[config.mk]
export PLATFORM = sky130hd
export DESIGN_NAME = tpin_ctrl
export DESIGN_NICKNAME = d
export VERILOG_FILES = /design/src/rtl/tpin_pkg.sv /design/src/rtl/tpin_sync.sv /design/src/rtl/tpin_flags.sv /design/src/rtl/tpin_drive.sv /design/src/rtl/tpin_ctrl.sv
export SDC_FILE = /design/constraint.sdc
export NUM_CORES = 1
export LEC_CHECK = 0
export ABC_AREA = 1
export CORE_AREA = 5 5 65 67
export CTS_BUF_LIST = sky130_fd_sc_hd__clkbuf_2 sky130_fd_sc_hd__clkbuf_4 sky130_fd_sc_hd__clkbuf_8
export DETAILED_ROUTE_END_ITERATION = 10
export DIE_AREA = 0 0 70 72
export DONT_BUFFER_PORTS = 1
export PLACE_DENSITY = 0.69
export REMOVE_ABC_BUFFERS = 1
export SLEW_MARGIN = 25
export SYNTH_ARGS = -nofsm -noshare
export SYNTH_HDL_FRONTEND = slang
export SYNTH_SLANG_ARGS = --single-unit
[constraint.sdc]
create_clock -name clk -period 2.1 [get_ports clk]
set_clock_uncertainty 0.1 [all_clocks]
set_input_delay 0.105 -clock clk [delete_from_list [all_inputs] [get_ports clk]]
set_output_delay 0.105 -clock clk [all_outputs]
set_load 0.05 [all_outputs]
[src/rtl/tpin_pkg.sv]
package tpin_pkg;

    typedef enum logic [2:0] {
        FN_OFF     = 3'd0,
        FN_CAPTURE = 3'd1,
        FN_COMPARE = 3'd2,
        FN_PWM     = 3'd3,
        FN_GPIO    = 3'd4
    } pin_fn_e;

    localparam int CFG_W        = 32;
    localparam int FN_LSB       = 0;
    localparam int DRV_LSB      = 4;
    localparam int IRQ_EN_BIT   = 8;
    localparam int OD_BIT       = 9;
    localparam int EDGE_LSB     = 16;
    localparam int LEVEL_BIT    = 8;

    typedef struct packed {
        logic [1:0] edge_sel;
        logic       open_drain;
        logic [1:0] drive;
        logic [2:0] fn;
    } drive_cfg_t;

endpackage

[src/rtl/tpin_sync.sv]
module tpin_sync #(
    parameter int STAGES = 2
) (
    input  logic clk,
    input  logic rst_n,
    input  logic pin_i,
    output logic level_o,
    output logic rise_o,
    output logic fall_o
);
    typedef struct packed {
        logic [STAGES-1:0] chain;
        logic              prev;
    } sync_state_t;

    sync_state_t st_d, st_q;

    generate
        if (STAGES == 1) begin : g_single
            always_comb begin
                st_d = st_q;
                st_d.chain[0] = pin_i;
                st_d.prev     = st_q.chain[STAGES-1];
            end
        end else begin : g_chain
            always_comb begin
                st_d = st_q;
                st_d.chain = {st_q.chain[STAGES-2:0], pin_i};
                st_d.prev  = st_q.chain[STAGES-1];
            end
        end
    endgenerate

    always_ff @(posedge clk or negedge rst_n) begin
        if (!rst_n) st_q <= '0;
        else        st_q <= st_d;
    end

    assign level_o = st_q.chain[STAGES-1];
    assign rise_o  = st_q.chain[STAGES-1] & ~st_q.prev;
    assign fall_o  = ~st_q.chain[STAGES-1] & st_q.prev;

    // a detected rising edge lasts exactly one cycle
    a_r7_rise_single: assert property (@(posedge clk) disable iff (!rst_n)
        rise_o |=> !rise_o);
    // a detected falling edge lasts exactly one cycle
    a_r8_fall_single: assert property (@(posedge clk) disable iff (!rst_n)
        fall_o |=> !fall_o);

endmodule

[src/rtl/tpin_flags.sv]
module tpin_flags #(
    parameter int FLAG_W = 4
) (
    input  logic              clk,
    input  logic              rst_n,
    input  logic [FLAG_W-1:0] set_i,
    input  logic [FLAG_W-1:0] clr_i,
    output logic [FLAG_W-1:0] flag_o
);
    typedef struct packed {
        logic [FLAG_W-1:0] flag;
    } flag_state_t;

    flag_state_t st_d, st_q;

    always_comb begin
        st_d = st_q;
        st_d.flag = (st_q.flag & ~clr_i) | set_i;
    end

    always_ff @(posedge clk or negedge rst_n) begin
        if (!rst_n) st_q <= '0;
        else        st_q <= st_d;
    end

    assign flag_o = st_q.flag;

    // a cleared flag with no new event reads zero next cycle
    a_r9_w1c_clears: assert property (@(posedge clk) disable iff (!rst_n)
        (clr_i[0] && !set_i[0]) |=> !flag_o[0]);
    // an event in the same cycle as a clear keeps the flag
    a_r10_set_wins: assert property (@(posedge clk) disable iff (!rst_n)
        (set_i[0] && clr_i[0]) |=> flag_o[0]);
    // a flag that is not cleared is never lost
    a_r9_sticky: assert property (@(posedge clk) disable iff (!rst_n)
        (flag_o[1] && !clr_i[1]) |=> flag_o[1]);

endmodule

[src/rtl/tpin_drive.sv]
module tpin_drive
    import tpin_pkg::*;
(
    input  drive_cfg_t cfg_i,
    output logic       pin_oe_o,
    output logic       pin_out_o
);
    logic capture_on;
    logic gpio_on;

    always_comb begin
        capture_on = (cfg_i.edge_sel != 2'b00);
        gpio_on    = (cfg_i.fn == FN_GPIO);
        pin_oe_o   = 1'b0;
        pin_out_o  = 1'b0;
        if (!capture_on && gpio_on && cfg_i.drive[1]) begin
            if (cfg_i.drive[0]) begin
                pin_oe_o  = !cfg_i.open_drain;
                pin_out_o = !cfg_i.open_drain;
            end else begin
                pin_oe_o  = 1'b1;
                pin_out_o = 1'b0;
            end
        end
    end

endmodule

[src/rtl/tpin_ctrl.sv]
module tpin_ctrl
    import tpin_pkg::*;
#(
    parameter int SYNC_STAGES = 2,
    parameter int FLAG_W      = 4
) (
    input  logic        clk,
    input  logic        rst_n,
    input  logic        reg_sel,
    input  logic        reg_we,
    input  logic [31:0] reg_wdata,
    output logic [31:0] reg_rdata,
    input  logic        pin_in,
    output logic        pin_out,
    output logic        pin_oe,
    output logic        irq
);
    localparam int PAD_LO_W = LEVEL_BIT - FLAG_W;
    localparam int PAD_HI_W = CFG_W - LEVEL_BIT - 1;

    typedef struct packed {
        logic [CFG_W-1:0] cfg;
    } ctrl_state_t;

    ctrl_state_t st_d, st_q;

    logic              level, rise, fall;
    logic [FLAG_W-1:0] flags, set_vec, clr_vec;
    logic [1:0]        edge_sel;
    drive_cfg_t        dcfg;

    always_comb begin
        st_d = st_q;
        if (reg_we && !reg_sel) st_d.cfg = reg_wdata;
    end

    always_ff @(posedge clk or negedge rst_n) begin
        if (!rst_n) st_q <= '0;
        else        st_q <= st_d;
    end

    assign edge_sel = st_q.cfg[EDGE_LSB +: 2];

    always_comb begin
        dcfg.edge_sel   = edge_sel;
        dcfg.open_drain = st_q.cfg[OD_BIT];
        dcfg.drive      = st_q.cfg[DRV_LSB +: 2];
        dcfg.fn         = st_q.cfg[FN_LSB +: 3];
    end

    tpin_sync #(.STAGES(SYNC_STAGES)) i_sync (
        .clk     (clk),
        .rst_n   (rst_n),
        .pin_i   (pin_in),
        .level_o (level),
        .rise_o  (rise),
        .fall_o  (fall)
    );

    always_comb begin
        set_vec    = '0;
        set_vec[0] = rise & edge_sel[0];
        set_vec[1] = fall & edge_sel[1];
        clr_vec    = (reg_we && reg_sel) ? reg_wdata[FLAG_W-1:0] : '0;
    end

    tpin_flags #(.FLAG_W(FLAG_W)) i_flags (
        .clk    (clk),
        .rst_n  (rst_n),
        .set_i  (set_vec),
        .clr_i  (clr_vec),
        .flag_o (flags)
    );

    tpin_drive i_drive (
        .cfg_i     (dcfg),
        .pin_oe_o  (pin_oe),
        .pin_out_o (pin_out)
    );

    assign irq = (|flags) & st_q.cfg[IRQ_EN_BIT];

    always_comb begin
        if (reg_sel) reg_rdata = {{PAD_HI_W{1'b0}}, level, {PAD_LO_W{1'b0}}, flags};
        else         reg_rdata = st_q.cfg;
    end

    // capture configured means the pad is never driven
    a_r5_capture_input_only: assert property (@(posedge clk) disable iff (!rst_n)
        (edge_sel != 2'b00) |-> !pin_oe);
    // open-drain never drives a high level
    a_r4_od_never_high: assert property (@(posedge clk) disable iff (!rst_n)
        (pin_oe && st_q.cfg[OD_BIT]) |-> !pin_out);
    // interrupt only with the enable bit set
    a_r11_irq_needs_enable: assert property (@(posedge clk) disable iff (!rst_n)
        irq |-> st_q.cfg[IRQ_EN_BIT]);
    // non-GPIO function never drives the pad
    a_r12_gpio_only: assert property (@(posedge clk) disable iff (!rst_n)
        (st_q.cfg[FN_LSB +: 3] != 3'd4) |-> !pin_oe);

endmodule

==> results of run 1 <==
cell families after synthesis:
family	Yosys count
compound gates	10
buf+inv	51
flops	39
simple gates	145
power breakdown:
group / internal (mW) / total (mW) / switching (mW)
sequential: 0.839 / 0.895 / 0.0569
combinational: 0.210 / 0.595 / 0.385
clock: 0.132 / 0.364 / 0.232
critical path, stage by stage (launching register included):
cell,delay (ns)
dfrtp_1,0.41
nor2_1,0.11
nand3_1,0.11
nor2_1,0.10
buf_4,0.20
registers in the layout (all words and copies together), names as in the netlist:
name and count:
i_sync.st_d 1, st_q 32, i_flags.flag_o 4, i_sync.st_q 1, i_sync.level_o 1
final timing paths:
| kind | from | endpoint | slack (ns) | cells after the start |
|---|---|---|---|---|
| min in group asynchronous | rst_n | st_q[13]$_DFFE_PN0P_ | 0.10 | 2 |
| max in group asynchronous | rst_n | st_q[21]$_DFFE_PN0P_ | 1.59 | 2 |
| min reg2reg | i_sync.st_d[2]$_DFF_PN0_ | i_sync.level_o$_DFF_PN0_ | 0.27 | 0 |
| max | st_q[1]$_DFFE_PN0P_ | pin_oe | 0.61 | 4 |
| max reg2reg | i_flags.flag_o[0]$_DFF_PN0_ | i_flags.flag_o[0]$_DFF_PN0_ | 0.78 | 3 |
| min | reg_we | st_q[2]$_DFFE_PN0P_ | 0.05 | 2 |
placed cells by master (no fill, tap or decap):
cell type      Yosys  routed
dfrtp_1           39      39
dlygate4sd3_1      0      65
o21ai_1            2       3
buf_4              1      31
inv_4              1       1
nor2_1            34      34
buf_12             0       1
nand2_1           79      79
o21ai_0            5       4
a21oi_1            1       1
nand2_2            1       1
o21ai_2            2       2
clkbuf_4           0       6
nand3_1           30      30
inv_1             37      37
nand2_4            1       1
metrics by stage:
stage          hold WS, ns  instances  util (%)  power [mW]  cell area (sq um)
5_1_grt             0.0675        383      77.7        1.95               2780
6_report            0.0453        383      77.7        1.85               2780
3_5_place_dp        -0.290        311      57.7        1.38               2060
3_3_place_gp        -0.290        311      57.7        1.37               2060
2_1_floorplan       -0.291        232         -        1.26               1770
4_1_cts             0.0412        383      77.7        1.84               2780
metal layers:
| metal | vias to the layer above | global-route usage (%) | part of all wire [%] |
|---|---|---|---|
| li1 | 911 | - | - |
| met1 | 865 | 25.6 | 41 |
| met2 | 66 | 39.1 | 50 |
| met3 | 13 | 5.96 | 6.8 |
| met4 | 0 | 9.79 | 2.3 |
| met5 | - | 0 | 0 |
cell type report:
type / instances / area, sq um
repair buffers: 97 / 903
well taps: 48 / 60.1
inverters: 38 / 145
fillers: 259 / 800
flip-flops and latches: 39 / 976
multi-input cells: 155 / 649
clock buffers: 6 / 45.0
==> flow_summary_export.csv, run 1 <==
group,metric,value,unit
global_route,grt_start_max_net_pins,40,
drt,drc,0,
synthesis,syn_area,1870,sq um
floorplan,ios,72,
final_layout,area_growth,48.7,%
synthesis,syn_area_per_cell,7.63,sq um
clocking,clockBufferDepth,2,
timing,drv_slew,0,
timing,fmax,0.671,GHz
global_route,grt_antenna_before_repair,0,
placement,gp_congestion,0.763,
critical_path,crit_fanout,3,
clocking,clk_pin_slew,0.11,ns
floorplan,rows,22,
final_layout,layout-drive-gt1-share,12.8,%
synthesis,synth_edf_count,0,
floorplan,dieWidth,70,microns
synthesis,async_reset_ff_share,100,%
final_layout,diodes,0,
pwr,ir_drop,0.481,mV
synthesis,yosys.area_share.adder,0,%
clocking,numCtsBuffers,5,
pwr,p_per_area,667,nW/um^2
floorplan,initial_core_util,52.2,%
global_route,overflow,0,
drt,via_count,1855,
synthesis,synth_common_cells,"nand2_1 (79), dfrtp_1 (39), inv_1 (37), nor2_1 (34), nand3_1 (30)",
pwr,p_leak,1.46,nW
critical_path,cp.required,1.89,ns
critical_path,arrival,1.28,ns
synthesis,synth_top_cell_by_area,"dfrtp_1",
floorplan,dieArea,5040,sq um
synthesis,synth_warnings,0,
global_route,grt_pass1_wl,8.88,mm
synthesis,synth_compound_area_share,3.08,%
final_layout,nNetsFinal,373,
timing,period_share,70.9,%
floorplan,die_h,72,microns
run_status,status,"complete, no violations",
drt,routedWlPerCell,14.0,microns
timing,fin_ws,0.610,ns
drt,drtIter0Drc,103,
global_route,grt_pass1_vias,1930,
synthesis,synth-xor-area-share,0,%
synthesis,synth_area_leaders,"dfrtp_1 (52%), nand2_1 (16%), nand3_1 (8.0%)",
timing,hold_viol,0,
placement,dp_hpwl,2.72,mm
synthesis,synth-seq-cells,39,
clocking,post_cts_resized,0,
timing,setup_violations,0,
synthesis,synthMuxAreaShare,0,%
critical_path,start_kind,"flop",
timing,worst_slew_pin_slew,0.480,ns
drt,drt_wl_total,5.34,mm
synthesis,yosysMostFrequentCell,"nand2_1",
clocking,hold_buffers,66,
min_path,min_path_type,"input pin to flop",
critical_path,worstSetupPathType,"flop to primary output",
clocking,cts_max_level,2,
critical_path,crit_path_end_kind,"primary output",
placement,port_buffers,0,
synthesis,synth_top_family_by_area,"simple AND/OR/NAND/NOR gates",
floorplan,core,3580,sq um
timing,setup_tns,0,ns
timing,min_period,1.49,ns
synthesis,ys_types,15,
synthesis,yosys.area_share.simple,31.7,%
clocking,clock_sinks,39,
global_route,groute.usage.overall,22.3,%
clocking,cts_tree,"done",
timing,maxSlewHeadroom,68.0,%
clocking,insertion_delay,0.35,ns
placement,post-place-ws,0.950,ns
drt,vias_per_cell,4.84,
drt,ant_nets,0,
synthesis,synth_top_area_share,52.2,%
timing,rsz0062_at_grt,"false",
drt,firstDrtPassIters,4,
synthesis,syn_inst,245,
clocking,cts_setup_buffers,0,
clocking,clockRootBuffer,"clkbuf_4",
run,cap_violations,0,
synthesis,yosysSeqAreaShare,52.2,%
synthesis,synthFlopType,"dfrtp_1",
No activity file was read; power rests on OpenSTA's default activity.
==> run 2, diff against run 1 <==
==> constraint.sdc (replaced) <==
create_clock -name clk -period 1.4 [get_ports clk]
set_clock_uncertainty 0.1 [all_clocks]
set_input_delay 0.07 -clock clk [delete_from_list [all_inputs] [get_ports clk]]
set_output_delay 0.07 -clock clk [all_outputs]
set_load 0.05 [all_outputs]
==> run 2 against run 1 <==
Net effect:
- the flow now finishes with violations (setup timing)
- critical path depth did not move
- via count grew 6.3%
- non-clock buffer count is 6 higher
- first-iteration DRC count increased by 27%
- sequential share of layout area decreased by 0.98 points
- die area did not move
- worst setup slack got worse by 0.69 ns
- worst hold slack got worse by 0.0020 ns
- cell count rose by 1.8%
- global-route usage increased by 1.5 points
- sequential cell count unchanged
- critical path type unchanged
==> flow_summary_export.csv, run 2 (synthesis results as in run 1) <==
group,metric,value,unit
clocking,clockRootBuffer,"clkbuf_4",
final_layout,layout-drive-gt1-share,16.1,%
floorplan,initial_core_util,52.2,%
clocking,cts_tree,"done",
global_route,grt_pass1_wl,9.34,mm
drt,drc,0,
global_route,grt_start_max_net_pins,40,
floorplan,dieWidth,70,microns
final_layout,nNetsFinal,379,
critical_path,crit_fanout,2,
timing,worst_slew_pin_slew,0.404,ns
pwr,p_per_area,1010,nW/um^2
run_status,status,"complete, but fails checks",
drt,ant_nets,0,
clocking,clockBufferDepth,2,
drt,drtIter0Drc,131,
critical_path,cp.required,1.23,ns
placement,port_buffers,0,
floorplan,rows,22,
critical_path,arrival,1.31,ns
timing,rsz0062_at_grt,"true",
final_layout,largest_reg_flops,32,
global_route,grt_antenna_before_repair,0,
floorplan,core,3580,sq um
clocking,clk_pin_slew,0.11,ns
floorplan,dieArea,5040,sq um
final_layout,layout_common_cells,"nand2_1 (75), dlygate4sd3_1 (65), dfrtp_1 (39)",
placement,gp_congestion,0.697,
drt,routedWlPerCell,14.8,microns
drt,firstDrtPassIters,6,
final_layout,top_register,"st_q",
placement,placed_cell_area,2070,sq um
timing,setup_violations,2,
critical_path,start_kind,"flop",
pwr,p_leak,1.50,nW
floorplan,ios,72,
timing,hold_viol,0,
timing,maxSlewHeadroom,73.1,%
final_layout,final_cell_area,2860,sq um
drt,via_count,1971,
floorplan,die_h,72,microns
critical_path,crit_path_end_kind,"primary output",
critical_path,worstSetupPathType,"flop to primary output",
placement,post-place-ws,0.318,ns
timing,drv_slew,0,
clocking,insertion_delay,0.35,ns
run,cap_violations,0,
timing,fmax,0.677,GHz
clocking,cts_max_level,2,
timing,period_share,106,%
run_status,violations,"setup timing",
global_route,grt_pass1_vias,2013,
min_path,min_path_type,"input pin to flop",
final_layout,final_common_cell,"nand2_1",
timing,fin_ws,-0.0777,ns
final_layout,diodes,0,
global_route,overflow,0,
timing,min_period,1.48,ns
placement,dp_hpwl,2.78,mm
final_layout,area_growth,52.9,%
clocking,clock_sinks,39,
clocking,numCtsBuffers,5,
pwr,ir_drop,0.713,mV
drt,drt_wl_total,5.77,mm
global_route,groute.usage.overall,23.7,%
drt,vias_per_cell,5.05,
final_layout,fillers,248,
## run 2: metal layers
metal,track usage [%],routed length (microns)
met1,26.4,2160
met4,10.2,136
met3,5.96,442
met5,0,0
met2,43.1,3030
## run 2: timing repair
item / CTS / global route
pin swaps: 3 / 1
hold buffers: 66 / 0
endpoints found under the hold margin: 76 / 0
setup buffers: 4 / 1
setup endpoints to repair: 2 / 5
gates resized for setup: 3 / 6
## run 2: final cells by class
cell class | instances | area (sq um) | area share, %
clock inverters | 1 | 5.00 | 0.175
inverters | 38 | 145 | 5.08
well taps | 48 | 60.1 | 2.10
clock buffers | 6 | 51.3 | 1.79
repair buffers | 103 | 960 | 33.6
flip-flops and latches | 39 | 976 | 34.1
multi-input cells | 155 | 662 | 23.2
## run 2: stage by stage
step	TNS [ns]	power, mW	cells	util, %	hold WS [ns]
floorplan	-0.223	1.89	232	-	-0.326
global placement	0	2.06	312	57.9	-0.325
detailed placement	0	2.08	312	57.9	-0.325
CTS	-0.115	2.85	389	79.3	0.0197
global route	-0.286	3.03	390	79.9	0.0475
finish	-0.119	2.88	390	79.9	0.0433
## run 2: critical path: stages (launching register included)
cell and delay [ns]:
dfrtp_1 0.40, nor2_1 0.12, nand3_1 0.10, nor2_1 0.15, buf_6 0.18
## run 2: worst paths after layout
| path | start | end | slack, ns | cells past startpoint |
|---|---|---|---|---|
| min in group asynchronous | rst_n | i_flags.flag_o[3]$_DFF_PN0_ | 0.08 | 2 |
| hold / removal | reg_we | st_q[2]$_DFFE_PN0P_ | 0.04 | 2 |
| hold reg to reg | i_sync.st_d[2]$_DFF_PN0_ | i_sync.level_o$_DFF_PN0_ | 0.29 | 0 |
| setup / recovery | st_q[0]$_DFFE_PN0P_ | pin_oe | -0.08 | 4 |
| setup reg to reg | i_flags.flag_o[0]$_DFF_PN0_ | i_flags.flag_o[0]$_DFF_PN0_ | 0.11 | 3 |
| max in group asynchronous | rst_n | st_q[30]$_DFFE_PN0P_ | 0.93 | 2 |
## run 2: power by group
group | internal [mW] | switching [mW] | total, mW | leakage (nW)
Combinational | 0.345 | 0.599 | 0.944 | 0.982
Clock | 0.233 | 0.361 | 0.594 | 0.0341
Sequential | 1.26 | 0.0845 | 1.34 | 0.483
Total | 1.84 | 1.04 | 2.88 | 1.50
==> run 3, diff against run 2 <==
--- a/config.mk
+++ b/config.mk
@@ -12,6 +12,7 @@
 export DIE_AREA = 0 0 70 72
 export DONT_BUFFER_PORTS = 1
 export PLACE_DENSITY = 0.69
+export RECOVER_POWER = 25
 export REMOVE_ABC_BUFFERS = 1
 export SLEW_MARGIN = 25
 export SYNTH_ARGS = -nofsm -noshare
==> run 3 against run 2 <==
Net effect:
- the flow still finishes with violations (setup timing)
- maximum frequency decreased by 0.28%
- cell count unchanged
- final area decreased by 0.53%
- via count is 2.0% lower
- sequential power barely moved
- register-to-register slack barely moved
- combinational power shrank 0.7%
- non-clock buffer count unchanged
==> flow_summary_export.csv, run 3 (synthesis results as in run 1) <==
group,metric,value,unit
final_layout,layout-drive-gt1-share,16.1,%
global_route,use_met1,26.4,%
final_layout,multi_input_area,662,sq um
global_route,grt_pass1_wl,9.34,mm
timing,drv_slew,0,
pwr,p_leak,1.49,nW
final_layout,fin_cells,390,
run_status,status,"complete, but fails checks",
global_route,grtUsageMet2,43.1,%
timing,rsz0062_at_grt,"true",
drt,firstDrtPassIters,5,
run,cap_violations,0,
final_layout,largest_reg_flops,32,
clocking,clockRootBuffer,"clkbuf_4",
run_status,violations,"setup timing",
placement,gp_congestion,0.697,
final_layout,nNetsFinal,379,
global_route,overflow,0,
drt,routedWlPerCell,14.8,microns
final_layout,top_register,"st_q",
timing,worst_slew_pin_slew,0.961,ns
global_route,grt_antenna_before_repair,0,
timing,maxSlewHeadroom,35.9,%
critical_path,arrival,1.31,ns
placement,dp_hpwl,2.78,mm
critical_path,r2r_slack,0.12,ns
floorplan,core,3580,sq um
global_route,grtUsageMet3,5.96,%
placement,port_buffers,0,
min_path,min_path_type,"input pin to flop",
critical_path,path_cells,"nor2_1 > nand3_1 > nor2_1 > buf_6",
critical_path,critPathMostFrequentCell,"nor2_1",
timing,fmax,0.675,GHz
drt,drt_wl_total,5.77,mm
critical_path,slowest_delay,0.40,ns
critical_path,start_kind,"flop",
timing,min_period,1.48,ns
clocking,clockBufferDepth,2,
timing,hold_viol,0,
floorplan,die_h,72,microns
pwr,p_per_area,1010,nW/um^2
placement,post-place-ws,0.318,ns
drt,drtIter0Drc,152,
floorplan,dieWidth,70,microns
critical_path,critPathSlowestCell,"dfrtp_1",
final_layout,diodes,0,
drt,via_count,1932,
clocking,clk_pin_slew,0.11,ns
critical_path,r2r-start,"i_flags.flag_o[0]$_DFF_PN0_",
pwr,ir_drop,0.698,mV
critical_path,crit_path_end_kind,"primary output",
floorplan,ios,72,
clocking,clock_sinks,39,
global_route,grt_pass1_vias,2013,
critical_path,startpoint,"st_q[0]$_DFFE_PN0P_",
global_route,groute.usage.overall,23.7,%
clocking,numCtsBuffers,5,
drt,drc,0,
drt,ant_nets,0,
drt,vias_per_cell,4.95,
timing,fin_ws,-0.0818,ns
min_path,min_from,"reg_we",
placement,place_inst,312,
clocking,insertion_delay,0.35,ns
floorplan,initial_core_util,52.2,%
final_layout,area_growth,52.1,%
critical_path,worstSetupPathType,"flop to primary output",
timing,setup_violations,2,
critical_path,crit_fanout,2,
global_route,busiest_layer,"met2",
floorplan,dieArea,5040,sq um
timing,period_share,106,%
global_route,grt_start_max_net_pins,40,
final_layout,layout_common_cells,"nand2_1 (75), dlygate4sd3_1 (65), dfrtp_1 (39)",
floorplan,rows,22,
final_layout,fillers,250,
clocking,cts_max_level,2,
final_layout,regArea,976,sq um
critical_path,cp.required,1.23,ns
final_layout,final_common_cell,"nand2_1",
clocking,cts_tree,"done",
[run 3: cell count changes in the layout (fill, tap and decap cells not counted), sizes merged]
cell | before | now
clkbuf | 6 | 7
buf | 38 | 37
[run 3: path summary, 6_finish.rpt]
| path | end | depth (start not counted) |
|---|---|---|
| max | pin_oe | 4 |
| min | st_q[2]$_DFFE_PN0P_ | 2 |
| max reg2reg | i_flags.flag_o[0]$_DFF_PN0_ | 3 |
| min reg2reg | i_sync.level_o$_DFF_PN0_ | 0 |
| max in group asynchronous | i_sync.st_q[0]$_DFF_PN0_ | 2 |
| min in group asynchronous | st_q[8]$_DFFE_PN0P_ | 2 |
[run 3: worst max-delay path, delay by kind of cell (launching register included)]
kind          cells  cell delay (ns)
flops             1             0.40
buf+inv           1             0.18
simple gates      3             0.37
[run 3: power by group]
group | internal [mW] | total [mW] | switching, mW | leakage (nW)
logic | 0.340 | 0.937 | 0.598 | 0.976
clock network | 0.233 | 0.592 | 0.359 | 0.0341
registers | 1.26 | 1.34 | 0.0835 | 0.483
total | 1.83 | 2.87 | 1.04 | 1.49
[run 3: metrics by stage]
step	setup TNS [ns]	util (%)	area [sq um]	hold WS [ns]	total power, mW
detailed placement	0	57.9	2070	-0.325	2.08
CTS	-0.115	79.3	2840	0.0197	2.85
global placement	0	57.9	2070	-0.325	2.06
finish	-0.129	79.5	2840	0.0403	2.87
floorplan	-0.223	-	1770	-0.326	1.89
global route	-0.286	79.5	2840	0.0475	3.02
[run 3: layout make-up]
class                           count  area share (%)
Clock buffer                        6            1.80
Clock inverter                      1           0.176
Inverter                           38            5.10
Multi-Input combinational cell    155            23.3
Sequential cell                    39            34.3
Tap cell                           48            2.11
Timing Repair Buffer              103            33.2
[run 3: repair_timing]
| item | 4_1_cts | 5_1_grt |
|---|---|---|
| setup buffers | 4 | 1 |
| hold endpoints to repair | 76 | 0 |
| endpoints found under the setup margin | 2 | 5 |
| cloned | 0 | 0 |
| gates resized for setup | 3 | 6 |
| pin swaps | 3 | 1 |
| hold buffers | 66 | 0 |
[run 3: routing by layer]
metal	vias up	wire length, microns
met5	-	0
met3	12	404
met1	911	2170
li1	922	-
met2	87	3070
met4	0	128
